File: src/rtl/pt_walker_pkg.sv
package pt_walker_pkg;
  typedef enum logic [2:0] {
    ST_IDLE,
    ST_DIR_REQ,
    ST_DIR_WAIT,
    ST_LEAF_REQ,
    ST_LEAF_WAIT
  } walk_state_e;

  localparam logic LVL_DIR  = 1'b0;
  localparam logic LVL_LEAF = 1'b1;
endpackage

File: src/rtl/pw_entry_decode.sv
module pw_entry_decode #(
  parameter int ADDR_W    = 32,
  parameter int OFS_W     = 12,
  parameter int BIG_OFS_W = 22,
  parameter int VALID_BIT = 0,
  parameter int SIZE_BIT  = 7
) (
  input  logic [ADDR_W-1:0]           entry,
  output logic                        present,
  output logic                        big,
  output logic [ADDR_W-1:0]           next_base,
  output logic [ADDR_W-OFS_W-1:0]     small_frame,
  output logic [ADDR_W-BIG_OFS_W-1:0] big_frame
);
  always_comb begin
    present     = entry[VALID_BIT];
    big         = entry[SIZE_BIT];
    small_frame = entry[ADDR_W-1:OFS_W];
    big_frame   = entry[ADDR_W-1:BIG_OFS_W];
    next_base   = {small_frame, {OFS_W{1'b0}}};
  end
endmodule

File: src/rtl/pw_req_port.sv
module pw_req_port #(
  parameter int ADDR_W = 32
) (
  input  logic              clk,
  input  logic              rst_n,
  input  logic              launch,
  input  logic [ADDR_W-1:0] launch_addr,
  input  logic              gnt,
  output logic              req,
  output logic [ADDR_W-1:0] addr,
  output logic              accepted
);
  assign accepted = req && gnt;

  always_ff @(posedge clk) begin
    if (!rst_n) begin
      req  <= 1'b0;
      addr <= '0;
    end else if (launch) begin
      req  <= 1'b1;
      addr <= launch_addr;
    end else if (accepted) begin
      req  <= 1'b0;
    end
  end

  p_req_hold_r7: assert property (@(posedge clk) disable iff (!rst_n)
    (req && !gnt) |=> (req && $stable(addr)));
  p_drop_after_gnt_r7: assert property (@(posedge clk) disable iff (!rst_n)
    (accepted && !launch) |=> !req);
endmodule

File: src/rtl/pt_walker.sv
module pt_walker #(
  parameter int ADDR_W    = 32,
  parameter int IDX_W     = 10,
  parameter int OFS_W     = 12,
  parameter int VALID_BIT = 0,
  parameter int SIZE_BIT  = 7
) (
  input  logic              clk,
  input  logic              rst_n,
  input  logic              walk_valid,
  output logic              walk_ready,
  input  logic [ADDR_W-1:0] lin_addr,
  input  logic [ADDR_W-1:0] table_base,
  output logic              mem_req,
  output logic [ADDR_W-1:0] mem_addr,
  input  logic              mem_gnt,
  input  logic              mem_rvalid,
  input  logic [ADDR_W-1:0] mem_rdata,
  output logic              done,
  output logic              fault,
  output logic              fault_level,
  output logic [ADDR_W-1:0] phys_addr
);
  import pt_walker_pkg::*;

  localparam int BIG_OFS_W   = IDX_W + OFS_W;
  localparam int DIR_IDX_W   = ADDR_W - BIG_OFS_W;
  localparam int ENTRY_BYTES = ADDR_W / 8;
  localparam int ENTRY_SHIFT = $clog2(ENTRY_BYTES);

  function automatic logic [ADDR_W-1:0] entry_addr(input logic [ADDR_W-1:0] base,
                                                   input logic [ADDR_W-1:0] idx);
    return base + (idx << ENTRY_SHIFT);
  endfunction

  function automatic logic [ADDR_W-1:0] dir_index(input logic [ADDR_W-1:0] la);
    return ADDR_W'(la[ADDR_W-1:BIG_OFS_W]);
  endfunction

  function automatic logic [ADDR_W-1:0] leaf_index(input logic [ADDR_W-1:0] la);
    return ADDR_W'(la[BIG_OFS_W-1:OFS_W]);
  endfunction

  walk_state_e state;
  logic [ADDR_W-1:0] lin_q;

  logic                        ent_present, ent_big;
  logic [ADDR_W-1:0]           ent_next_base;
  logic [ADDR_W-OFS_W-1:0]     ent_small_frame;
  logic [ADDR_W-BIG_OFS_W-1:0] ent_big_frame;

  pw_entry_decode #(
    .ADDR_W(ADDR_W), .OFS_W(OFS_W), .BIG_OFS_W(BIG_OFS_W),
    .VALID_BIT(VALID_BIT), .SIZE_BIT(SIZE_BIT)
  ) u_decode (
    .entry(mem_rdata), .present(ent_present), .big(ent_big),
    .next_base(ent_next_base), .small_frame(ent_small_frame),
    .big_frame(ent_big_frame)
  );

  // Named internal events
  logic start_walk, dir_resp, leaf_resp, go_leaf, launch, accepted;
  logic [ADDR_W-1:0] launch_addr;

  assign walk_ready = (state == ST_IDLE);
  assign start_walk = walk_ready && walk_valid;
  assign dir_resp   = (state == ST_DIR_WAIT) && mem_rvalid;
  assign leaf_resp  = (state == ST_LEAF_WAIT) && mem_rvalid;
  assign go_leaf    = dir_resp && ent_present && !ent_big;
  assign launch     = start_walk || go_leaf;

  always_comb begin
    if (start_walk) launch_addr = entry_addr(table_base, dir_index(lin_addr));
    else            launch_addr = entry_addr(ent_next_base, leaf_index(lin_q));
  end

  pw_req_port #(.ADDR_W(ADDR_W)) u_port (
    .clk(clk), .rst_n(rst_n), .launch(launch), .launch_addr(launch_addr),
    .gnt(mem_gnt), .req(mem_req), .addr(mem_addr), .accepted(accepted)
  );

  always_ff @(posedge clk) begin
    if (!rst_n) begin
      state       <= ST_IDLE;
      lin_q       <= '0;
      done        <= 1'b0;
      fault       <= 1'b0;
      fault_level <= LVL_DIR;
      phys_addr   <= '0;
    end else begin
      done <= 1'b0;
      unique case (state)
        ST_IDLE: if (start_walk) begin
          lin_q <= lin_addr;
          state <= ST_DIR_REQ;
        end
        ST_DIR_REQ: if (accepted) state <= ST_DIR_WAIT;
        ST_DIR_WAIT: if (dir_resp) begin
          if (!ent_present) begin
            done <= 1'b1; fault <= 1'b1; fault_level <= LVL_DIR;
            phys_addr <= '0; state <= ST_IDLE;
          end else if (ent_big) begin
            done <= 1'b1; fault <= 1'b0; fault_level <= LVL_DIR;
            phys_addr <= {ent_big_frame, lin_q[BIG_OFS_W-1:0]};
            state <= ST_IDLE;
          end else begin
            state <= ST_LEAF_REQ;
          end
        end
        ST_LEAF_REQ: if (accepted) state <= ST_LEAF_WAIT;
        ST_LEAF_WAIT: if (leaf_resp) begin
          done <= 1'b1;
          fault_level <= LVL_LEAF;
          if (!ent_present) begin
            fault <= 1'b1; phys_addr <= '0;
          end else begin
            fault <= 1'b0; phys_addr <= {ent_small_frame, lin_q[OFS_W-1:0]};
          end
          state <= ST_IDLE;
        end
        default: state <= ST_IDLE;
      endcase
    end
  end

  p_idle_no_req_r1: assert property (@(posedge clk) disable iff (!rst_n)
    walk_ready |-> !mem_req);
  p_done_pulse_r8: assert property (@(posedge clk) disable iff (!rst_n)
    done |=> !done);
  p_busy_after_start_r8: assert property (@(posedge clk) disable iff (!rst_n)
    start_walk |=> !walk_ready);
  p_fault_zero_r5: assert property (@(posedge clk) disable iff (!rst_n)
    (done && fault) |-> (phys_addr == '0));
  p_dir_fault_level_r5: assert property (@(posedge clk) disable iff (!rst_n)
    (dir_resp && !ent_present) |=> (done && fault && fault_level == LVL_DIR));
  p_leaf_fault_level_r6: assert property (@(posedge clk) disable iff (!rst_n)
    (leaf_resp && !ent_present) |=> (done && fault && fault_level == LVL_LEAF));
  p_big_no_second_read_r4: assert property (@(posedge clk) disable iff (!rst_n)
    (dir_resp && ent_present && ent_big) |=> (!mem_req && walk_ready));
endmodule

File: config.mk
export PLATFORM = sky130hd
export DESIGN_NAME = pt_walker
export DESIGN_NICKNAME = d
export VERILOG_FILES = /design/src/rtl/pt_walker_pkg.sv /design/src/rtl/pw_entry_decode.sv /design/src/rtl/pw_req_port.sv /design/src/rtl/pt_walker.sv
export SDC_FILE = /design/constraint.sdc
export NUM_CORES = 1
export LEC_CHECK = 0
export ABC_CLOCK_PERIOD_IN_PS = 3100
export BUFFER_PORTS_ARGS = -buffer_cell sky130_fd_sc_hd__buf_2
export CORE_ASPECT_RATIO = 1.4
export CORE_MARGIN = 8
export CORE_UTILIZATION = 50
export CTS_CLUSTER_DIAMETER = 100
export DETAILED_ROUTE_END_ITERATION = 6
export PLACE_DENSITY = 0.85
export SETUP_SLACK_MARGIN = 0.3
export SLEW_MARGIN = 30
export SYNTH_ARGS = -nofsm -noshare
export SYNTH_HDL_FRONTEND = slang
export SYNTH_HIERARCHICAL = 1
export SYNTH_SLANG_ARGS = --single-unit
File: constraint.sdc
create_clock -name clk -period 3.1 [get_ports clk]
set_input_delay 0.62 -clock clk [delete_from_list [all_inputs] [get_ports clk]]
set_output_delay 0.62 -clock clk [all_outputs]
set_load 0.03 [all_outputs]
==> flow_summary.ini <==
[route]
drt-initial-drc-count = 243
ant_nets = 0
drc = 0
vias = 5121
wl_um = 16400
vias_per_cell = 5.21
dr.pass1.iters = 4
wl_per_cell_um = 16.6

[timing]
holdWs_ns = 0.446
worst_pin_slew_ns = 0.813
finalSetupTns_ns = 0
min_period_over_period = 0.873
skew_ns = 0.00696
hold_viol = 0
rsz0062_at_grt = false
fin_ws_ns = 0.395
fmax_mhz = 370
finalMaxSlewViolations = 0
layout_min_cycle_time_ns = 2.71
finalSetupViolations = 0
slew_headroom = 0.458

[placed_design]
dp_cells = 966
hpwl_um = 12500
detailed_place.area_um2 = 6740
place_congestion = 0.815
port_buffers = 159
post-place-ws_ns = 0.0409

[setup_path]
reg2reg_depth = 5
slowest_stage = fa_1
critPathMostFrequentCell = mux2i_1
worstPathRequired_ns = 3.33
rrSetupSlack_ns = 0.88
end_kind = flip-flop
critPathMaxFanout = 6
r2r_end = u_port/addr[20]
r2r_start = state[1]
path_cells = buf_2 -> ha_1 -> fa_1 -> a21o_1 -> a221oi_4 -> a221o_1 -> a21oi_2 -> nand4_1 -> xor2_1 -> mux2i_1 -> mux2i_1 -> nor2b_1
worstSetupPathType = input port to flip-flop
critPathMaxStageDelay_ns = 0.41
start_kind = input port
cp.arrival_ns = 2.93
startpoint = lin_addr[22]
cp-endpoint = u_port/addr[22]

[synth]
netlist_area_um2 = 6320
async_flop_share = 0
yosysWarnings = 6
ys_seq_elements = 93
synthFlopType = dfxtp_1
ys_seq_area_frac = 0.295
avgSynthCellArea_um2 = 8.57
synth_cell_type_count = 58
syn_inst = 737
synth_edf_count = 0

[floorplan]
die_h_um = 149
core_um2 = 12300
die_x_um = 111
die-area_um2 = 16500
ioPinCount = 170
initial_core_util = 0.513
rows = 48

[clocking]
clockBufferDepth = 2
postCtsHoldBufs = 0
clk_pin_slew_ns = 0.06
cts_tree = yes
cts_root_buf = clkbuf_16
numCtsBuffers = 9
clock_sinks = 93
clk_latency_ns = 0.34
htreeDepth = 3

[global_route]
grt_start_max_net_pins = 39
grt_pass1_vias = 5252
antenna_found_initial = 4
grt_pass1_wl_um = 26100
overflow = 0
track_usage = 0.192

[worst_hold_path]
hold_class = flip-flop to flip-flop
worstHoldPathCells = 2

[power]
peakVddDrop_mv = 0.242
powerDensity_nw_per_um2 = 435
leakage_nw = 3.07

[finish]
drive_gt1_frac = 0.273
stdcell_area_um2 = 7030
area_growth_pct = 11.3
final_nets = 950
layout.cells.non_filler = 983

[status]
run_status = completed

[run]
drv_cap = 0
## sequential cells by signal, indices dropped and copies added, names as in the netlist
name and cells:
u_port/req 1, fault_level 1, fault 1, phys_addr 32
done 1, lin_q 22, state 3, u_port/addr 32
## power by group
part           switching (mW)  internal (mW)  leakage (nW)
clock network           0.459          0.583         0.135
logic                   0.428          0.297          2.18
registers              0.0368           1.26         0.758
total                   0.924           2.14          3.07
## metal layers
metal | GRT usage | routed length [um] | vias to the layer above
li1 | - | - | 2628
met1 | 0.207 | 6610 | 2344
met2 | 0.343 | 8440 | 120
met3 | 0.0616 | 919 | 25
met4 | 0.0719 | 365 | 4
met5 | 0 | 26 | -
## cells by family after synthesis
| kind of cell | after synthesis | share of synthesized area |
|---|---|---|
| buffers and inverters | 112 | 0.118 |
| multiplexers | 71 | 0.117 |
| AO/OA/AOI/OAI | 127 | 0.146 |
| adder cells (fa/ha/maj) | 22 | 0.0460 |
| AND/OR/NAND/NOR | 255 | 0.200 |
| XOR/XNOR | 56 | 0.0777 |
| other | 1 | 0.000594 |
| flip-flops | 93 | 0.295 |
## worst min-delay path by stage
stage | from | endpoint
final | phys_addr[10] | phys_addr[10]
after global routing | phys_addr[28] | phys_addr[28]
after CTS | phys_addr[10] | phys_addr[10]
after floorplan | lin_q[0] | lin_q[0]
after detailed placement | phys_addr[17] | phys_addr[17]
after global placement | phys_addr[22] | phys_addr[22]
## what timing repair did
| item | 4_1_cts | 5_1_grt |
|---|---|---|
| resized for setup | 0 | 1 |
| endpoints found under the setup margin | 0 | 3 |
| setup buffers | 0 | 0 |
## metrics by stage
step                 util  power [mW]
finish              0.571        3.06
global placement    0.547        2.01
floorplan               -        1.89
detailed placement  0.547        2.03
global route        0.571        3.21
CTS                 0.570        3.08
## Yosys cell counts, types with 7 or more instances
library cell | instances | area share
a21boi_0 | 37 | 0.044
a21boi_1 | 21 | 0.025
a21o_1 | 8 | 0.0095
a21oi_1 | 18 | 0.014
buf_4 | 66 | 0.078
clkbuf_1 | 26 | 0.015
dfxtp_1 | 93 | 0.29
ha_1 | 20 | 0.040
inv_1 | 7 | 0.0042
mux2_2 | 22 | 0.039
mux2i_1 | 49 | 0.078
nand2_1 | 122 | 0.073
nand3_1 | 48 | 0.038
nor2_1 | 10 | 0.0059
nor2b_1 | 34 | 0.034
o21ai_0 | 15 | 0.012
xnor2_1 | 28 | 0.039
xor2_1 | 28 | 0.039
## critical path: cells and delay by family
kind / cells / cell delay, ns
muxes: 2 / 0.27
and+or+nand+nor: 2 / 0.20
xor gates and xnor gates: 1 / 0.18
AOI/OAI and AO/OA: 4 / 0.93
buffers and inverters: 1 / 0.10
adders and majority gates: 2 / 0.62
## final cells by class
type,count,area (um2)
sequential,93,1860
antenna,2,5.00
fill,1124,5280
clock inverter,3,21.3
tap,150,188
multi-input combinational,543,3770
inverter,7,26.3
timing repair buffer,173,901
clock buffer,12,256
## cells in the final DEF (no fill, tap or decap), drive strengths merged, types with 5 or more instances in the layout
master  count
a211oi      6
a21boi     58
a21o        8
a21oi      20
and2        6
and3        7
buf       173
clkbuf     12
conb       12
dfxtp      93
ha         20
inv         7
mux2       22
mux2i      49
nand2     122
nand3      50
nand4       7
nor2       10
nor2b      34
nor3        5
o21ai      17
xnor2      28
xor2       28
Power figures use the tool's default switching activity.
